$ cat src/rtl/i2c_cmd_pkg.sv
package i2cCmdPkg;
  localparam int BYTE_W = 8;
  localparam int ADDR_W = 7;
  localparam int BIT_CNT_W = $clog2(BYTE_W + 1);

  typedef enum logic [2:0] {
    ST_IDLE,
    ST_ADDR,
    ST_ACK,
    ST_WDATA,
    ST_RDATA,
    ST_RACK,
    ST_IGNORE
  } busState_e;

  // strobes from control to datapath
  typedef struct packed {
    logic sampleBit;
    logic loadTx;
    logic shiftTx;
    logic stageA;
    logic stageB;
    logic commit;
  } dpStrobes_t;
endpackage

$ cat src/rtl/i2c_glitch_filter.sv
module i2cGlitchFilter #(
  parameter int STABLE_CNT = 4
) (
  input  logic clk,
  input  logic rstN,
  input  logic rawIn,
  output logic cleanOut
);
  localparam int CW = $clog2(STABLE_CNT + 1);

  logic [1:0]    syncQ;
  logic [CW-1:0] runCnt;

  always_ff @(posedge clk or negedge rstN) begin
    if (!rstN) begin
      syncQ    <= 2'b11;
      runCnt   <= '0;
      cleanOut <= 1'b1;
    end else begin
      syncQ <= {syncQ[0], rawIn};
      if (syncQ[1] != cleanOut) begin
        if (runCnt == CW'(STABLE_CNT - 1)) begin
          cleanOut <= syncQ[1];
          runCnt   <= '0;
        end else begin
          runCnt <= runCnt + 1'b1;
        end
      end else begin
        runCnt <= '0;
      end
    end
  end
endmodule

$ cat src/rtl/i2c_cmd_ctl.sv
module i2cCmdCtl
  import i2cCmdPkg::*;
#(
  parameter logic [ADDR_W-1:0] DEV_ADDR = 7'h2A
) (
  input  logic              clk,
  input  logic              rstN,
  input  logic              sclF,
  input  logic              sdaF,
  input  logic [BYTE_W-1:0] rxByte,
  output dpStrobes_t        strb,
  output logic              ackDrv,
  output logic              txDrv,
  output logic              startDet,
  output logic              stopDet
);
  busState_e            state;
  logic [BIT_CNT_W-1:0] bitCnt;
  logic [1:0]           byteCnt;
  logic                 isRead;
  logic                 sclQ, sdaQ;
  logic                 sclRise, sclFall, byteDone, addrHit;

  always_ff @(posedge clk or negedge rstN) begin
    if (!rstN) begin
      sclQ <= 1'b1;
      sdaQ <= 1'b1;
    end else begin
      sclQ <= sclF;
      sdaQ <= sdaF;
    end
  end

  assign sclRise  = sclF & ~sclQ;
  assign sclFall  = ~sclF & sclQ;
  assign startDet = sclF & sclQ & sdaQ & ~sdaF;
  assign stopDet  = sclF & sclQ & ~sdaQ & sdaF;
  assign byteDone = (bitCnt == BIT_CNT_W'(BYTE_W));
  assign addrHit  = (rxByte[BYTE_W-1:1] == DEV_ADDR);

  always_comb begin
    strb           = '0;
    strb.sampleBit = (state == ST_ADDR || state == ST_WDATA) && sclRise && !byteDone;
    strb.stageA    = (state == ST_WDATA) && sclFall && byteDone && (byteCnt == 2'd0);
    strb.stageB    = (state == ST_WDATA) && sclFall && byteDone && (byteCnt == 2'd1);
    strb.loadTx    = (state == ST_ACK) && sclFall && isRead;
    strb.shiftTx   = (state == ST_RDATA) && sclFall && !byteDone;
    strb.commit    = stopDet && (byteCnt == 2'd2);
  end

  always_ff @(posedge clk or negedge rstN) begin
    if (!rstN) begin
      state   <= ST_IDLE;
      bitCnt  <= '0;
      byteCnt <= '0;
      isRead  <= 1'b0;
      ackDrv  <= 1'b0;
      txDrv   <= 1'b0;
    end else if (startDet) begin
      state   <= ST_ADDR;
      bitCnt  <= '0;
      byteCnt <= '0;
      isRead  <= 1'b0;
      ackDrv  <= 1'b0;
      txDrv   <= 1'b0;
    end else if (stopDet) begin
      state   <= ST_IDLE;
      bitCnt  <= '0;
      byteCnt <= '0;
      ackDrv  <= 1'b0;
      txDrv   <= 1'b0;
    end else begin
      unique case (state)
        ST_ADDR, ST_WDATA: begin
          if (sclRise && !byteDone) bitCnt <= bitCnt + 1'b1;
          if (sclFall && byteDone) begin
            bitCnt <= '0;
            if (state == ST_ADDR) begin
              if (addrHit) begin
                ackDrv <= 1'b1;
                isRead <= rxByte[0];
                state  <= ST_ACK;
              end else begin
                state <= ST_IGNORE;
              end
            end else if (byteCnt < 2'd2) begin
              ackDrv  <= 1'b1;
              byteCnt <= byteCnt + 1'b1;
              state   <= ST_ACK;
            end else begin
              state <= ST_IGNORE;
            end
          end
        end
        ST_ACK: begin
          if (sclFall) begin
            ackDrv <= 1'b0;
            if (isRead) begin
              txDrv <= 1'b1;
              state <= ST_RDATA;
            end else begin
              state <= ST_WDATA;
            end
          end
        end
        ST_RDATA: begin
          if (sclRise && !byteDone) bitCnt <= bitCnt + 1'b1;
          if (sclFall && byteDone) begin
            txDrv  <= 1'b0;
            bitCnt <= '0;
            state  <= ST_RACK;
          end
        end
        ST_RACK: begin
          if (sclFall) state <= ST_IGNORE;
        end
        default: ;
      endcase
    end
  end
endmodule

$ cat src/rtl/i2c_cmd_data.sv
module i2cCmdData
  import i2cCmdPkg::*;
(
  input  logic              clk,
  input  logic              rstN,
  input  dpStrobes_t        strb,
  input  logic              sdaBit,
  input  logic [BYTE_W-1:0] statusByte,
  output logic [BYTE_W-1:0] rxByte,
  output logic              txMsb,
  output logic [BYTE_W-1:0] cmdA,
  output logic [BYTE_W-1:0] cmdB,
  output logic              commitPulse
);
  logic [BYTE_W-1:0] txShift, stageA, stageB;

  always_ff @(posedge clk or negedge rstN) begin
    if (!rstN) begin
      rxByte      <= '0;
      txShift     <= '0;
      stageA      <= '0;
      stageB      <= '0;
      cmdA        <= '0;
      cmdB        <= '0;
      commitPulse <= 1'b0;
    end else begin
      if (strb.sampleBit) rxByte <= {rxByte[BYTE_W-2:0], sdaBit};
      if (strb.loadTx)       txShift <= statusByte;
      else if (strb.shiftTx) txShift <= {txShift[BYTE_W-2:0], 1'b0};
      if (strb.stageA) stageA <= rxByte;
      if (strb.stageB) stageB <= rxByte;
      commitPulse <= strb.commit;
      if (strb.commit) begin
        cmdA <= stageA;
        cmdB <= stageB;
      end
    end
  end

  assign txMsb = txShift[BYTE_W-1];
endmodule

$ cat src/rtl/cmd_pair_i2c_slave.sv
module cmd_pair_i2c_slave
  import i2cCmdPkg::*;
#(
  parameter logic [ADDR_W-1:0] DEV_ADDR = 7'h2A,
  parameter int                FILT_LEN = 4
) (
  input  logic              clk,
  input  logic              rstN,
  input  logic              sclIn,
  input  logic              sdaIn,
  input  logic [BYTE_W-1:0] statusIn,
  output logic              sdaPullDn,
  output logic [BYTE_W-1:0] cmdA,
  output logic [BYTE_W-1:0] cmdB,
  output logic              commitPulse
);
  localparam int N_LINES = 2;

  logic [N_LINES-1:0] rawLines, cleanLines;
  logic               sclFilt, sdaFilt;
  dpStrobes_t         strb;
  logic [BYTE_W-1:0]  rxByte;
  logic               txMsb, ackDrv, txDrv, startDet, stopDet;

  assign rawLines = {sdaIn, sclIn};

  for (genvar g = 0; g < N_LINES; g++) begin : g_filt
    i2cGlitchFilter #(.STABLE_CNT(FILT_LEN)) filt_i (
      .clk(clk), .rstN(rstN), .rawIn(rawLines[g]), .cleanOut(cleanLines[g])
    );
  end

  assign sclFilt = cleanLines[0];
  assign sdaFilt = cleanLines[1];

  i2cCmdCtl #(.DEV_ADDR(DEV_ADDR)) ctl_i (
    .clk(clk), .rstN(rstN), .sclF(sclFilt), .sdaF(sdaFilt), .rxByte(rxByte),
    .strb(strb), .ackDrv(ackDrv), .txDrv(txDrv),
    .startDet(startDet), .stopDet(stopDet)
  );

  i2cCmdData data_i (
    .clk(clk), .rstN(rstN), .strb(strb), .sdaBit(sdaFilt), .statusByte(statusIn),
    .rxByte(rxByte), .txMsb(txMsb), .cmdA(cmdA), .cmdB(cmdB),
    .commitPulse(commitPulse)
  );

  assign sdaPullDn = ackDrv | (txDrv & ~txMsb);
endmodule

$ cat config.mk
export PLATFORM = sky130hd
export DESIGN_NAME = cmd_pair_i2c_slave
export DESIGN_NICKNAME = d
export VERILOG_FILES = /design/src/rtl/i2c_cmd_pkg.sv /design/src/rtl/i2c_glitch_filter.sv /design/src/rtl/i2c_cmd_ctl.sv /design/src/rtl/i2c_cmd_data.sv /design/src/rtl/cmd_pair_i2c_slave.sv
export SDC_FILE = /design/constraint.sdc
export NUM_CORES = 1
export LEC_CHECK = 0
export ABC_AREA = 1
export BUFFER_PORTS_ARGS = -buffer_cell sky130_fd_sc_hd__buf_2
export CAP_MARGIN = 20
export CORE_UTILIZATION = 45
export CTS_BUF_LIST = sky130_fd_sc_hd__clkbuf_4
export CTS_CLUSTER_SIZE = 14
export DETAILED_ROUTE_END_ITERATION = 10
export GPL_TIMING_DRIVEN = 0
export HOLD_SLACK_MARGIN = 0.08
export RECOVER_POWER = 25
export SLEW_MARGIN = 20
export SYNTH_ARGS = -nofsm -noshare
export SYNTH_HDL_FRONTEND = slang
export SYNTH_SLANG_ARGS = --single-unit
$ cat constraint.sdc
create_clock -name clk -period 3.2 [get_ports clk]
set_input_delay 0.64 -clock clk [delete_from_list [all_inputs] [get_ports clk]]
set_output_delay 0.64 -clock clk [all_outputs]
set_load 0.01 [all_outputs]
==> results of run 1 <==
## critical path: cells and delay by family (launching register included)
kind / cells / cell delay, ns
and+or+nand+nor: 4 / 0.50
DFF: 1 / 0.56
buffers and inverters: 4 / 0.67
## cells in the final DEF (no fill, tap or decap), types with 10 or more instances in the layout
master,instances
inv_1,36
o21ai_1,18
clkbuf_4,10
o21ai_0,24
buf_2,29
nand3_1,19
nand2_1,138
dfrtp_1,67
nor2_1,23
## final timing paths
path	cells past startpoint	slack [ns]	from	end
worst max-delay path	8	1.43	g_filt[0].filt_i.cleanOut	data_i.cmdB[1]
worst min-delay path	1	0.30	sclIn	g_filt[0].filt_i.syncQ[0]
worst max register to register	8	1.43	g_filt[0].filt_i.cleanOut	data_i.cmdB[1]
worst min register to register	0	0.36	g_filt[1].filt_i.syncQ[0]	g_filt[1].filt_i.syncQ[1]
max in group asynchronous	1	1.46	rstN	data_i.stageA[0]
min in group asynchronous	1	0.69	rstN	data_i.rxByte[1]
## per-stage QoR
step / cells / setup slack (ns) / util, % / total power [mW] / area (sq um)
detailed placement: 531 / 1.44 / 51.1 / 2.35 / 3760
global placement: 530 / 0.988 / 50.8 / 2.33 / 3740
finish: 547 / 1.43 / 53.3 / 2.99 / 3930
floorplan: 402 / 1.68 / - / 2.09 / 3470
global route: 547 / 1.07 / 53.3 / 3.23 / 3930
CTS: 547 / 1.43 / 53.3 / 3.03 / 3930
## logic make-up after synthesis
kind of cell / count (synthesis) / synth area share, %
simple gates: 214 / 27.9
flops: 75 / 54.3
compound gates: 53 / 8.00
fa+ha+maj: 7 / 2.52
buf+inv: 50 / 6.52
xor+xnor: 3 / 0.757
## where the power goes
part	internal (mW)	switching [mW]	leakage, nW
sequential	1.14	0.146	0.982
clock	0.327	0.339	0.0866
combinational	0.358	0.679	1.01
total	1.83	1.16	2.07
## state kept, by name (all words and copies together), names as in the netlist
| register | cells |
|---|---|
| ctl_i.sdaQ | 1 |
| g_filt.filt_i.syncQ | 4 |
| ctl_i.byteCnt | 2 |
| data_i.stageB | 8 |
| ctl_i.txDrv | 1 |
| data_i.stageA | 8 |
| data_i.rxByte | 8 |
| data_i.cmdA | 8 |
| ctl_i.ackDrv | 1 |
| ctl_i.bitCnt | 4 |
| g_filt.filt_i.runCnt | 6 |
| data_i.commitPulse | 1 |
| data_i.txShift | 8 |
| data_i.cmdB | 8 |
| ctl_i.isRead | 1 |
| ctl_i.sclQ | 1 |
| g_filt.filt_i.cleanOut | 2 |
| ctl_i.state | 3 |
## routing by layer
metal | wire length (um) | up-vias | global-route usage, %
met5 | 0 | - | 0
met4 | 144 | 0 | 8.47
met3 | 220 | 13 | 4.40
met2 | 2990 | 52 | 28.4
met1 | 3230 | 1244 | 23.5
li1 | - | 1363 | -
## layout make-up
| type | instances | area [sq um] | area share (%) |
|---|---|---|---|
| buffer | 7 | 65.1 | 1.66 |
| clock buffer | 10 | 75.1 | 1.91 |
| clock inverter | 6 | 90.1 | 2.29 |
| inverter | 43 | 161 | 4.11 |
| multi-input combinational | 277 | 1360 | 34.6 |
| sequential | 75 | 1890 | 48.1 |
| tap | 99 | 124 | 3.15 |
| timing repair buffer | 30 | 164 | 4.17 |
==> summary.txt, run 1 <==
Power
  • LEAKAGE: 2.07 nW
  • VDD IR max: 0.366 mV
  • Power Density: 762 mW/mm^2

Worst setup path
  • Critical path fanouts, max: 10
  • Startpoint types: flip-flop
  • Crit-path slowest cell: dfstp_1
  • WP data arrival: approximately 2.2 ns
  • Crit end category: flip-flop
  • Worst EP required: around 3.6 ns
  • CP cell instances: buf_6 -> nand4_2 -> inv_2 -> nand2_2 -> inv_2 -> buf_6 -> nand2_1 -> nand2_1
  • CP peak stage delay: around 0.56 ns
  • Setup CP Type: flip-flop to flip-flop

Drt
  • DRC violations left: 0
  • Remaining antenna violation count: 0
  • Vias per Instance: around 4.9
  • DRT Wirelength: between 6000 and 7000 um
  • Starting DRT DRC Count: about 110
  • Via count: 2672
  • DR WL/cell: ~12 um
  • Detailed Routing Iterations Pass 1: 4

Synthesis
  • Seq/Total Area, Yosys: a little over half
  • Mapped Area: 0.00347 sq mm
  • #FFs+latches synth: 75
  • Synth Instances: 402
  • Synth top area share: 48.3%
  • Syn Nets: between 400 and 500
  • Post-synth top flop: dfrtp_1
  • Most frequent cell after synthesis: nand2_1
  • Cell variety after synth: 28
  • List of most frequent post-synthesis cells: 138 x nand2_1, 67 x dfrtp_1, 36 x inv_1
  • Synth area leaders: dfrtp_1 48%, nand2_1 15%, dfstp_2 6.1%
  • Post-synth top area cell: dfrtp_1
  • Avg Cell Area, Syn: slightly below 9 sq um
  • Asr flop ratio synth: 100%
  • Synth warn: 0
  • Post-synth EDFFs: 0

CTS
  • H-tree depth: 3
  • Clock sink count: 75
  • CTS Hold Bufs: 0
  • Reg clk slew, reported paths: 0.13 ns
  • Number of CTS-inserted buffers: 9
  • CTS-repair resized insts: 0
  • Root buf cell: clkbuf_4
  • Clk_lat worst skew: roughly 0.43 ns
  • Longest Clk Path Bufs: 2
  • Post-CTS setup buffer count: 0
  • CTS tree: done

STA
  • Fin. max-slew vios: 33
  • Min Tclk post-route: 1.77 ns
  • Highest clock rate: between 500 and 600 MHz
  • Worst hold slack: ~0.30 ns
  • Slew margin rel.: -21.2%
  • Worst Skew: between 0.01 and 0.015 ns
  • Setup TNS: 0 ns
  • Share of the clock period used by the worst path: roughly 55%
  • RSZ-0062 raised after global routing: no
  • Final setup viols: 0
  • Hold Fails Final Rpt: 0
  • Slew @ Worst Pin: roughly 1.8 ns

Die
  • Initial core utilization: a little under half
  • Die footprint: 0.00807 sq mm
  • Row Count: 31
  • Core area: ~0.0074 sq mm
  • Chip Width: roughly 90 um
  • Ports: 30
  • Die H: around 90 um

Cells and area
  • Final net count: approximately 460
  • Share of layout cells above drive strength 1: a little under a fifth
  • Fill cells: between 700 and 800
  • P&R area growth vs syn: 13.0%
  • N_diodes: 0

Global routing
  • All-Layer GR Usage: between 10% and 20%
  • Global route overflow: 0
  • Largest net degree at the start of global routing: 44
  • First-pass GRT wire length: between 10000 and 15000 um
  • Antenna violations before repair: 0
  • Vias in the first global route: about 2500

Placed design
  • Input/output buffers: 29
  • Gp weighted congestion: between 0.8 and 0.9
  • DPL Wire Length: around 4700 um

Run status
  • Violated checks: max-capacitance violations, max-slew violations
  • Status: finished, violations left

Hold path
  • Hold WC Path Type: input pin to flip-flop

Job
  • Max-cap viol count: 1
Note: power is estimated with default switching activity, not from simulation.
==> inputs of run 2 (changes only) <==
clock period = 1.7 ns   (was 3.2 ns; I/O delays follow)
==> run 2 against run 1 <==
The flow now finishes without violations. Critical path depth is 2 higher. Clock skew is 0.0037 ns lower. Register-to-register slack worse by 1.4 ns. Cell count is 2.2% higher. Power is 100% higher. Die area stayed put. Sequential share of layout area is 2.0 points lower. Setup slack worse by 1.4 ns. Combinational power is 120% higher. Clock power is 89% higher. Critical path type unchanged.
==> summary.txt, run 2 (synthesis results as in run 1) <==
Job
  • Max-cap viol count: 0 (-1)

Power
  • Pwr Total: 6.00 mW (+100%)
  • LEAKAGE: 2.16 nW (+4.3%)
  • VDD IR max: 0.816 mV (+120%)
  • Power Density: 1460 mW/mm^2 (+92%)

Drt
  • Vias per Instance: 4.91 (+0.49%)
  • Via count: 2744 (+2.7%)
  • DR WL/cell: 12.1 um (+0.77%)
  • Remaining antenna violation count: 0 (unchanged)
  • Starting DRT DRC Count: 113 (+4.6%)
  • DRC violations left: 0 (unchanged)
  • Detailed Routing Iterations Pass 1: 5 (+1)
  • DRT Wirelength: 6770 um (+3.0%)

Die
  • Core area: 0.00737 sq mm (unchanged)
  • Chip Width: 89.9 um (unchanged)
  • Die H: 89.9 um (unchanged)
  • Ports: 30 (unchanged)
  • Row Count: 31 (unchanged)
  • Initial core utilization: 47.1% (unchanged)
  • Die footprint: 0.00807 sq mm (unchanged)

Worst setup path
  • Worst r2r path cells: 10 (+2)
  • Startpoint types: flip-flop
  • CP cell instances: buf_8 -> nand2_1 -> inv_1 -> nand2_4 -> nand2_4 -> nor2_1 -> nor2_4 -> nand3_2 -> nand2_1 -> nand2_1
  • CP peak stage delay: 0.60 ns (+0.04 ns)
  • Setup CP Type: flip-flop to flip-flop
  • Crit end category: flip-flop
  • Critical Path Most Common Cell: nand2_1
  • Critical Path Stages: 10 (+2)
  • CP top delay family: simple AND/OR/NAND/NOR gates
  • Worst Path Buf+Inv: 2 (-2)
  • Crit-path slowest cell: dfstp_2
  • Worst EP required: 2.02 ns (-1.56 ns)
  • Critical path fanouts, max: 5 (-5)
  • WP data arrival: 1.97 ns (-0.18 ns)

Global routing
  • Antenna violations before repair: 0 (unchanged)
  • First-pass GRT wire length: 11600 um (+0.18%)
  • Largest net degree at the start of global routing: 44 (unchanged)
  • Vias in the first global route: 2548 (+0.95%)
  • Global route overflow: 0 (unchanged)
  • All-Layer GR Usage: 18.0% (+0.018 points)

CTS
  • Reg clk slew, reported paths: 0.12 ns (about the same)
  • CTS tree: done
  • Number of CTS-inserted buffers: 9 (unchanged)
  • Longest Clk Path Bufs: 2 (unchanged)
  • Clk_lat worst skew: 0.43 ns (about the same)
  • Clock sink count: 75 (unchanged)
  • Root buf cell: clkbuf_4
  • H-tree depth: 3 (unchanged)

Placed design
  • Gp weighted congestion: 0.896 (unchanged)
  • Dpl cells: 531 (unchanged)
  • DPL Wire Length: 4700 um (unchanged)
  • Place WS: -0.0566 ns (-1.50 ns)
  • Area after DPL: 0.00376 sq mm (unchanged)
  • Input/output buffers: 29 (unchanged)

Cells and area
  • N_diodes: 0 (unchanged)
  • Area occupied by multi-input gates: 0.00142 sq mm (+4.1%)
  • Commonest non-fill, non-tap cell in the layout: nand2_1
  • Final Cell Area: 0.00410 sq mm (+4.4%)
  • Final Util: 55.6% (+2.3 points)
  • Final net count: 474 (+2.6%)
  • Share of layout cells above drive strength 1: 22.8% (+3.9 points)
  • Fill cells: 699 (-2.0%)
  • Most frequent cells in the layout: 135 x nand2_1, 66 x dfrtp_1, 35 x inv_1
  • Fin cells: 559 (+2.2%)
  • Reg area: 0.00189 sq mm (about the same)
  • P&R area growth vs syn: 18.0%

STA
  • Fin. max-slew vios: 0 (-100%)
  • Slew @ Worst Pin: 0.821 ns (-0.997 ns)
  • Hold Fails Final Rpt: 0 (unchanged)
  • Final setup viols: 0 (unchanged)
  • Min Tclk post-route: 1.65 ns (-0.121 ns)
  • Worst Skew: 0.0112 ns (-0.00374 ns)
  • Highest clock rate: 606 MHz (+7.4%)
  • Share of the clock period used by the worst path: 97.0% (+42 points)
  • Worst hold slack: 0.126 ns (-0.176 ns)
  • Setup TNS: 0 ns (unchanged)
  • Slew margin rel.: 45.3% (+66 points)
  • Final setup margin: 0.0503 ns (-1.38 ns)

Hold path
  • Hold WC Path Type: input pin to flip-flop
  • Hold Path Stages: 3 (+2)

Run status
  • Status: finished, final reports clean
-- run 2: area by class of cell --
class                           instances  share of cell area [%]
Sequential cell                        75                    46.1
Multi-Input combinational cell        277                    34.6
Timing Repair Buffer                   43                    6.81
Inverter                               43                    4.06
Tap cell                               99                    3.02
Clock inverter                          6                    2.20
Clock buffer                           10                    1.83
Buffer                                  6                    1.44
-- run 2: worst reg2reg max path: cells and delay by family, from the launching register on --
family,cells,cell delay [ns]
buf+inv,2,0.21
flops,1,0.60
simple gates,8,0.74
-- run 2: power by group --
| part | total (mW) | leakage, nW | switching [mW] | internal (mW) |
|---|---|---|---|---|
| registers | 2.44 | 0.982 | 0.282 | 2.16 |
| logic | 2.29 | 1.09 | 1.41 | 0.883 |
| clock network | 1.26 | 0.0866 | 0.643 | 0.615 |
| total | 6.00 | 2.16 | 2.34 | 3.66 |
-- run 2: per-layer routing --
layer / GRT usage, % / vias up / share of wire [%]
met3: 4.65 / 13 / 4.0
met5: 0 / - / 0
met1: 23.1 / 1281 / 47
met2: 28.5 / 56 / 47
li1: - / 1394 / -
met4: 8.87 / 0 / 2.1
-- run 2: worst paths after layout --
check,start,slack [ns],endpoint
hold reg to reg,g_filt[1].filt_i.syncQ[0],0.36,g_filt[1].filt_i.syncQ[1]
setup / recovery,g_filt[0].filt_i.cleanOut,0.05,ctl_i.state[2]
setup reg to reg,g_filt[0].filt_i.cleanOut,0.05,ctl_i.state[2]
min in group asynchronous,rstN,0.52,data_i.stageA[3]
max in group asynchronous,rstN,0.32,data_i.txShift[2]
hold / removal,statusIn[3],0.13,data_i.txShift[3]
-- run 2: repair_timing --
item,4_1_cts,5_1_grt
gates cloned,0,1
setup endpoints to repair,23,44
hold endpoints to repair,26,0
pin swaps,1,6
hold buffers,3,0
resized for setup,2,17
buffers inserted,2,7
